==> src/rtl/challoc_pkg.sv <==
package challoc_pkg;
  // Index bits that select the priority level
  localparam int LVL_LSB  = 2;
  localparam int LVL_W    = 2;
  localparam int NUM_LVL  = 1 << LVL_W;
  localparam int GRP_SPAN = 1 << (LVL_LSB + LVL_W);

  // Priority level of a channel index
  function automatic int level_of(int idx);
    return (idx % GRP_SPAN) >> LVL_LSB;
  endfunction

  // Last level that takes part in the search for a given channel count
  function automatic int top_level(int n);
    return ((n - 1) % GRP_SPAN) >> LVL_LSB;
  endfunction
endpackage

==> src/rtl/challoc_track.sv <==
module challoc_track #(
  parameter int NUM_CH = 32,
  parameter int IDX_W  = 5
) (
  input  logic              clk,
  input  logic              rst_n,
  input  logic              rel_req,
  input  logic [IDX_W-1:0]  rel_idx,
  input  logic              grant_valid,
  input  logic [IDX_W-1:0]  grant_idx,
  output logic [NUM_CH-1:0] busy_q,
  output logic [NUM_CH-1:0] free_eff
);
  logic [NUM_CH-1:0] rel_mask;
  logic [NUM_CH-1:0] grant_mask;
  logic [NUM_CH-1:0] kept;

  always_comb begin
    for (int i = 0; i < NUM_CH; i++) begin
      rel_mask[i]   = rel_req && (rel_idx == IDX_W'(i));
      grant_mask[i] = grant_valid && (grant_idx == IDX_W'(i));
    end
  end

  // Release is applied before the allocation search sees the map
  assign kept     = busy_q & ~rel_mask;
  assign free_eff = ~kept;

  always_ff @(posedge clk) begin
    if (!rst_n) busy_q <= '0;
    else        busy_q <= kept | grant_mask;
  end
endmodule

==> src/rtl/challoc_lvl_pick.sv <==
module challoc_lvl_pick
  import challoc_pkg::*;
#(
  parameter int NUM_CH = 32,
  parameter int IDX_W  = 5,
  parameter int LEVEL  = 0
) (
  input  logic [NUM_CH-1:0] free_eff,
  output logic              hit,
  output logic [IDX_W-1:0]  idx
);
  // Descending scan leaves the lowest free index of this level
  always_comb begin
    hit = 1'b0;
    idx = '0;
    for (int i = NUM_CH - 1; i >= 0; i--) begin
      if (level_of(i) == LEVEL && free_eff[i]) begin
        hit = 1'b1;
        idx = IDX_W'(i);
      end
    end
  end
endmodule

==> src/rtl/challoc_lvl_sel.sv <==
module challoc_lvl_sel #(
  parameter int NLVL  = 4,
  parameter int IDX_W = 5
) (
  input  logic [NLVL-1:0]       hit_vec,
  input  logic [NLVL*IDX_W-1:0] idx_flat,
  output logic                  any_hit,
  output logic [IDX_W-1:0]      sel_idx
);
  // Lowest level number wins
  always_comb begin
    any_hit = 1'b0;
    sel_idx = '0;
    for (int l = NLVL - 1; l >= 0; l--) begin
      if (hit_vec[l]) begin
        any_hit = 1'b1;
        sel_idx = idx_flat[l*IDX_W +: IDX_W];
      end
    end
  end
endmodule

==> src/rtl/challoc_top.sv <==
module challoc_top
  import challoc_pkg::*;
#(
  parameter int NUM_CH = 32,
  parameter int IDX_W  = $clog2(NUM_CH)
) (
  input  logic              clk,
  input  logic              rst_n,
  input  logic              alloc_req,
  output logic              grant_valid,
  output logic              grant_fail,
  output logic [IDX_W-1:0]  grant_idx,
  input  logic              rel_req,
  input  logic [IDX_W-1:0]  rel_idx,
  output logic [NUM_CH-1:0] busy_map
);
  localparam int TOP_LVL = top_level(NUM_CH);
  localparam int NLVL    = TOP_LVL + 1;

  logic [NUM_CH-1:0]     free_eff;
  logic [NUM_CH-1:0]     busy_q;
  logic [NLVL-1:0]       lvl_hit;
  logic [NLVL*IDX_W-1:0] lvl_idx_flat;
  logic                  search_hit;
  logic [IDX_W-1:0]      search_idx;

  challoc_track #(.NUM_CH(NUM_CH), .IDX_W(IDX_W)) u_track (
    .clk         (clk),
    .rst_n       (rst_n),
    .rel_req     (rel_req),
    .rel_idx     (rel_idx),
    .grant_valid (grant_valid),
    .grant_idx   (grant_idx),
    .busy_q      (busy_q),
    .free_eff    (free_eff)
  );

  for (genvar l = 0; l < NLVL; l++) begin : g_lvl
    challoc_lvl_pick #(.NUM_CH(NUM_CH), .IDX_W(IDX_W), .LEVEL(l)) u_pick (
      .free_eff (free_eff),
      .hit      (lvl_hit[l]),
      .idx      (lvl_idx_flat[l*IDX_W +: IDX_W])
    );
  end

  challoc_lvl_sel #(.NLVL(NLVL), .IDX_W(IDX_W)) u_sel (
    .hit_vec  (lvl_hit),
    .idx_flat (lvl_idx_flat),
    .any_hit  (search_hit),
    .sel_idx  (search_idx)
  );

  assign grant_valid = alloc_req && search_hit;
  assign grant_fail  = alloc_req && !search_hit;
  assign grant_idx   = grant_valid ? search_idx : '0;
  assign busy_map    = busy_q;
endmodule

==> config.mk <==
export PLATFORM = sky130hd
export DESIGN_NAME = challoc_top
export DESIGN_NICKNAME = d
export VERILOG_FILES = /design/src/rtl/challoc_pkg.sv /design/src/rtl/challoc_track.sv /design/src/rtl/challoc_lvl_pick.sv /design/src/rtl/challoc_lvl_sel.sv /design/src/rtl/challoc_top.sv
export SDC_FILE = /design/constraint.sdc
export NUM_CORES = 1
export LEC_CHECK = 0
export BUFFER_PORTS_ARGS = -buffer_cell sky130_fd_sc_hd__buf_2
export CAP_MARGIN = 20
export CORE_AREA = 2 2 68 64
export CTS_BUF_LIST = sky130_fd_sc_hd__clkbuf_8
export DETAILED_ROUTE_END_ITERATION = 16
export DIE_AREA = 0 0 70 66
export PLACE_DENSITY = 0.92
export SLEW_MARGIN = 10
export SYNTH_ARGS = -nofsm -noshare
export SYNTH_HDL_FRONTEND = slang
export SYNTH_SLANG_ARGS = --single-unit
==> constraint.sdc <==
create_clock -name clk -period 11.1 [get_ports clk]
set_clock_uncertainty 0.1 [all_clocks]
set_input_delay 2.775 -clock clk [delete_from_list [all_inputs] [get_ports clk]]
set_output_delay 2.775 -clock clk [all_outputs]
set_load 0.03 [all_outputs]
==> results of run 1 <==
## where the power goes
| part | total (uW) | switching (uW) | internal (uW) |
|---|---|---|---|
| Clock | 89.5 | 40.9 | 48.7 |
| Sequential | 117 | 1.29 | 116 |
| Combinational | 35.3 | 25.4 | 9.90 |
## layer usage
metal / track usage (%) / part of all wire (%) / vias up
li1: - / - / 1229
met1: 44.0 / 41 / 1235
met2: 47.4 / 44 / 213
met3: 5.95 / 13 / 14
met4: 10.8 / 1.8 / 0
met5: 0 / 0 / -
## logic make-up (layout without fill, tap and decap cells)
group | Yosys count | in the layout | synth area share (%)
AND/OR/NAND/NOR | 128 | 128 | 33.2
XOR/XNOR | 1 | 1 | 0.379
flip-flops | 32 | 32 | 27.7
buffers and inverters | 28 | 65 | 5.20
multiplexers | 3 | 3 | 1.41
AO/OA/AOI/OAI | 107 | 107 | 32.1
## layout by cell type (no fill, tap or decap), types with 2 or more instances in the layout
cell / instances
nor2_1: 12
a22oi_1: 2
a31oi_1: 7
a21boi_0: 2
nor3_1: 4
nand2b_1: 8
o211ai_1: 21
o22ai_1: 2
o21ai_0: 6
dfxtp_1: 32
nand2_1: 40
nor4bb_1: 2
mux2_2: 2
or4b_4: 2
nand4_4: 2
nand4_1: 9
a221o_1: 2
inv_1: 11
nand4bb_1: 2
o211ai_2: 2
nor2b_1: 8
o31a_1: 2
a41oi_1: 2
and4b_1: 4
o21ai_1: 31
nand4b_1: 4
buf_2: 47
a21oi_1: 10
and4_1: 2
nand3_1: 18
and3_1: 4
clkbuf_8: 6
o31ai_1: 2
a211oi_1: 3
o2111ai_1: 4
o21bai_1: 2
## layout make-up
cell class                      instances  area (um2)
Clock inverter                          2        7.51
Timing Repair Buffer                   47         235
Sequential cell                        32         641
Clock buffer                            6        82.6
Inverter                               10        37.5
Multi-Input combinational cell        239        1550
Tap cell                               48        60.1
Fill cell                             346        1300
## final timing paths
path                       from  cells past startpoint                 end  slack [ns]
min reg2reg  u_track.busy_q[24]                      2  u_track.busy_q[24]        0.42
max reg2reg   u_track.busy_q[2]                      6  u_track.busy_q[21]        8.36
min          u_track.busy_q[24]                      2  u_track.busy_q[24]        0.42
max                  rel_idx[3]                      8        grant_idx[0]        2.99
## metrics by stage
step	total power, uW	area (um2)	hold WS (ns)	utilization [%]	std cells
finish	242	2610	0.425	66.8	384
global route	251	2610	0.457	66.8	384
CTS	243	2610	0.424	66.8	384
detailed placement	153	2520	0.416	64.5	376
global placement	153	2520	0.395	64.5	376
floorplan	145	2310	0.516	-	299
## worst min-delay path, delay by kind of cell (launching register included)
| family | cells | cell delay (ns) |
|---|---|---|
| compound gates | 1 | 0.06 |
| simple gates | 1 | 0.07 |
| flops | 1 | 0.34 |
==> summary.txt, run 1 <==
Run status
  • Status: finished clean

Worst setup path
  • CP dominant cell by count: buf_2
  • CP Cell Sequence: buf_2, nor4bb_1, nor4_1, nor3_1, nand3_1, o21a_1, a21oi_1, buf_2
  • Critical path's top delay family: simple AND/OR/NAND/NOR gates
  • CP Buf/Inv Count: 2
  • CP max FO: 21
  • Critical path data arrival time: 5.23 ns
  • Crit Path Class: input pin to output pin
  • Max stage delay on crit path: 0.83 ns
  • Crit start category: input pin
  • Slowest stage cell, crit path: nor4bb_1
  • Type of destination of the critical path: output pin
  • Worst EP required: 8.23 ns

Floorplan
  • Top Ports: 48
  • Core ar.: 0.00391 mm2
  • Die Y: 66 um
  • Die Area: 0.00462 mm2
  • Die W: 70 um
  • Initial Utilization: 59.1%
  • FP Rows: 22

CTS
  • Root Driver: clkbuf_8
  • Reg clk slew, reported paths: 0.06 ns
  • Depth of the CTS H-tree: 2
  • CTS tree: yes
  • Max clock buf depth: 2
  • Setup bufs post-CTS: 0
  • Post-CTS Resized: 0
  • Clock sink count: 32
  • CTS Hold Bufs: 0
  • Clk_lat worst skew: 0.28 ns
  • Clock buffer count from CTS: 5

Logic synthesis
  • EDFF count, synth: 0
  • Main flop type after synthesis: dfxtp_1
  • Netlist cell types: 56
  • Largest area contributor in the netlist: dfxtp_1
  • Register area share after synthesis: 27.7%
  • Top post-synthesis cells by count: nand2_1, dfxtp_1, o21ai_1
  • Synth warn: 0
  • Mapped Area: 0.00231 mm2
  • FFs w/ async S/R, synth: 0%
  • Flops & latches, synth: 32
  • Most frequent cell after synthesis: nand2_1
  • Largest cells by area after synthesis: dfxtp_1, o211ai_1, o21ai_1
  • Post-synthesis cell count: 299
  • Mapped Nets: 308
  • Mean post-synth cell area: 7.72 um2
  • Area fraction of the dominant cell type after synthesis: 27.7%

Routing
  • First DRT Iteration DRCs: 511
  • Pre-antenna DRT Iters: 5
  • Drt wl/cell: 18.4 um
  • Via count: 2,691
  • Routed via count divided by cell count: 7.01
  • Final antenna-violating net count: 0
  • WL final: 7050 um
  • DR DRC count: 0

Job
  • MaxCap Viol Count: 0

GRT
  • Maximum number of pins on one net before global-route repair: 36
  • First-pass GRT wire length: 11,400 um
  • Initial antenna violation count: 0
  • GRT overflow: 0
  • Total GRT Usage: 31.1%
  • Vias in the first global route: 2,293

Cells and area
  • P&R area growth vs syn: 13.1%
  • Antenna diodes: 0
  • Max FFs per register: 32
  • Share of cells above drive strength 1: 19.9%
  • Nets: 344
  • Largest register by flop count: u_track.busy_q
  • Largest registers: u_track.busy_q (32)

STA
  • Setup_tns: 0 ns
  • Fin crit share: 73.0%
  • Final hold violations: 0
  • RSZ-0062 raised after global routing: no
  • Pins Over Slew Limit: 0
  • Final Critical Period: 8.11 ns
  • Fmax: 123 MHz
  • Crit path setup slack, layout: 2.99 ns
  • Final setup violation count: 0
  • Least-Margin Pin Slew: 0.893 ns
  • Slew Limit Headroom: 39.6%

Pwr
  • Worst vdd ir: 0.0000702 V
  • LEAKAGE: 0.000966 uW
  • Power per cell area: 92.6 mW/mm2

Placed design
  • Post-DP HPWL: 4960 um
  • Worst slack at placement: 3.05 ns
  • PortBufs: 47
  • Routability Congestion: 0.982

Worst hold path
  • HP Class: register to register
Power figures use the tool's default switching activity.
==> run 2, diff against run 1 <==
- CORE_AREA: 2 2 68 64 -> 2 2 74 69
- DIE_AREA: 0 0 70 66 -> 0 0 76 71
- PLACE_DENSITY: 0.92 -> 0.83
- clock period: 11.1 -> 6.8 ns (I/O delays scaled with it)
==> run 2 against run 1 <==
Effect of this change:
- first-iteration DRC count is 38% lower
- clock power is 100% higher
- sequential power up 63%
- wire length increased by 2.3%
- worst setup slack got worse by 2.1 ns
- highest routed layer unchanged
- critical path type unchanged
- power grew 78%
- worst hold slack about the same
- core utilization is 9.6 points lower
- largest power group unchanged
- register-to-register slack lost 4.2 ns
- largest cell class unchanged
- cell count rose by 4.9%
- sequential share of layout area is 0.49 points lower
- final area is 2.1% higher
==> summary.txt, run 2 (synthesized netlist as in run 1, its figures left out) <==
STA
  • Fin crit share: 86.7%
  • Pins Over Slew Limit: 0
  • RSZ-0062 raised after global routing: no
  • Final hold violations: 0
  • Final Critical Period: 5.90 ns
  • Setup_tns: 0 ns
  • Least-Margin Pin Slew: 0.904 ns
  • Fmax: 170 MHz
  • Final setup violation count: 0
  • Slew Limit Headroom: 38.9%
  • Final hold slack: 0.425 ns

Cells and area
  • Commonest non-fill, non-tap cell in the layout: buf_2
  • Max FFs per register: 32
  • Share of cells above drive strength 1: 20.7%
  • Largest registers: u_track.busy_q (32)
  • Commonest cells after routing, fill and taps aside: buf_2, nand2_1, dfxtp_1
  • Largest register by flop count: u_track.busy_q
  • Antenna diodes: 0
  • Nets: 346
  • P&R area growth vs syn: 15.4%
  • Finished Core Util: 57.3%
  • Post-route cell area: 0.00267 mm2

CTS
  • CTS tree: yes
  • Root Driver: clkbuf_8
  • Clock sink count: 32
  • Max clock buf depth: 2
  • Setup bufs post-CTS: 0
  • CTS Hold Bufs: 0
  • Clk_lat worst skew: 0.29 ns
  • Clock buffer count from CTS: 5
  • Reg clk slew, reported paths: 0.07 ns
  • Post-CTS Resized: 0
  • Depth of the CTS H-tree: 2

Routing
  • Final antenna-violating net count: 0
  • Routed via count divided by cell count: 6.52
  • Pre-antenna DRT Iters: 5
  • First DRT Iteration DRCs: 315
  • DR DRC count: 0
  • Via count: 2,626
  • Drt wl/cell: 17.9 um
  • WL final: 7210 um

Floorplan
  • Core ar.: 0.00465 mm2
  • Initial Utilization: 49.6%
  • Die W: 76 um
  • Die Area: 0.00540 mm2
  • FP Rows: 24
  • Die Y: 71 um
  • Top Ports: 48

Worst setup path
  • Worst EP required: 5.00 ns
  • Crit Path Class: input pin to output pin
  • CP max FO: 22
  • Type of destination of the critical path: output pin
  • Crit start category: input pin
  • Critical path data arrival time: 4.10 ns

GRT
  • First-pass GRT wire length: 11,600 um
  • GRT overflow: 0
  • Initial antenna violation count: 0
  • Total GRT Usage: 26.9%
  • Vias in the first global route: 2,342
  • Maximum number of pins on one net before global-route repair: 36

Run status
  • Status: finished clean

Placed design
  • Post-DP HPWL: 5090 um
  • PortBufs: 47
  • Placed inst area: 0.00256 mm2
  • Routability Congestion: 0.951

Pwr
  • Worst vdd ir: 0.0000958 V
  • Power per cell area: 161 mW/mm2
  • Total chip power: 430 uW
  • LEAKAGE: 0.000982 uW

Job
  • MaxCap Viol Count: 0

Worst hold path
  • HP Class: register to register
## run 2: cell types whose count changed in the layout (fill, tap and decap cells not counted)
| cell | delta |
|---|---|
| clkinv_2 | +1 |
| inv_1 | -1 |
| clkbuf_8 | -1 |
| buf_4 | +2 |
| bufinv_16 | +1 |
## run 2: worst paths after layout
kind              slack (ns)          startpoint            endpoint  depth (start not counted)
setup / recovery        0.90          rel_idx[2]        grant_idx[0]                          7
hold / removal          0.43  u_track.busy_q[24]  u_track.busy_q[24]                          2
setup reg to reg        4.18  u_track.busy_q[26]  u_track.busy_q[23]                          6
hold reg to reg         0.43  u_track.busy_q[24]  u_track.busy_q[24]                          2
## run 2: area by class of cell
| cell class | instances | area (um2) |
|---|---|---|
| clock buffer | 5 | 68.8 |
| clock inverter | 3 | 38.8 |
| tap | 65 | 81.3 |
| sequential | 32 | 641 |
| timing repair buffer | 49 | 250 |
| multi-input combinational | 239 | 1550 |
| inverter | 10 | 37.5 |
| fill | 438 | 1990 |
## run 2: stage by stage
| stage | cells | worst slack [ns] |
|---|---|---|
| 6_report | 403 | 0.904 |
| 5_1_grt | 403 | 0.696 |
| 2_1_floorplan | 299 | 1.05 |
| 3_5_place_dp | 395 | 0.945 |
| 3_3_place_gp | 395 | 0.977 |
| 4_1_cts | 403 | 0.939 |
## run 2: worst max-delay path: stages
cell,delay (ns)
buf_2,0.29
and4b_1,0.29
nor4_1,0.61
nand2b_1,0.28
o41a_4,0.56
a21oi_1,0.15
buf_2,0.21
## run 2: routing by layer
| metal | GRT usage (%) | up-vias | routed length (um) |
|---|---|---|---|
| li1 | - | 1236 | - |
| met1 | 35.4 | 1221 | 3110 |
| met2 | 42.5 | 148 | 3210 |
| met3 | 5.61 | 21 | 678 |
| met4 | 13.7 | 0 | 213 |
| met5 | 0 | - | 0 |
## run 2: report_power, final
part / switching [uW] / internal [uW]
Sequential: 2.14 / 189
Clock: 73.0 / 107
Combinational: 42.2 / 16.7
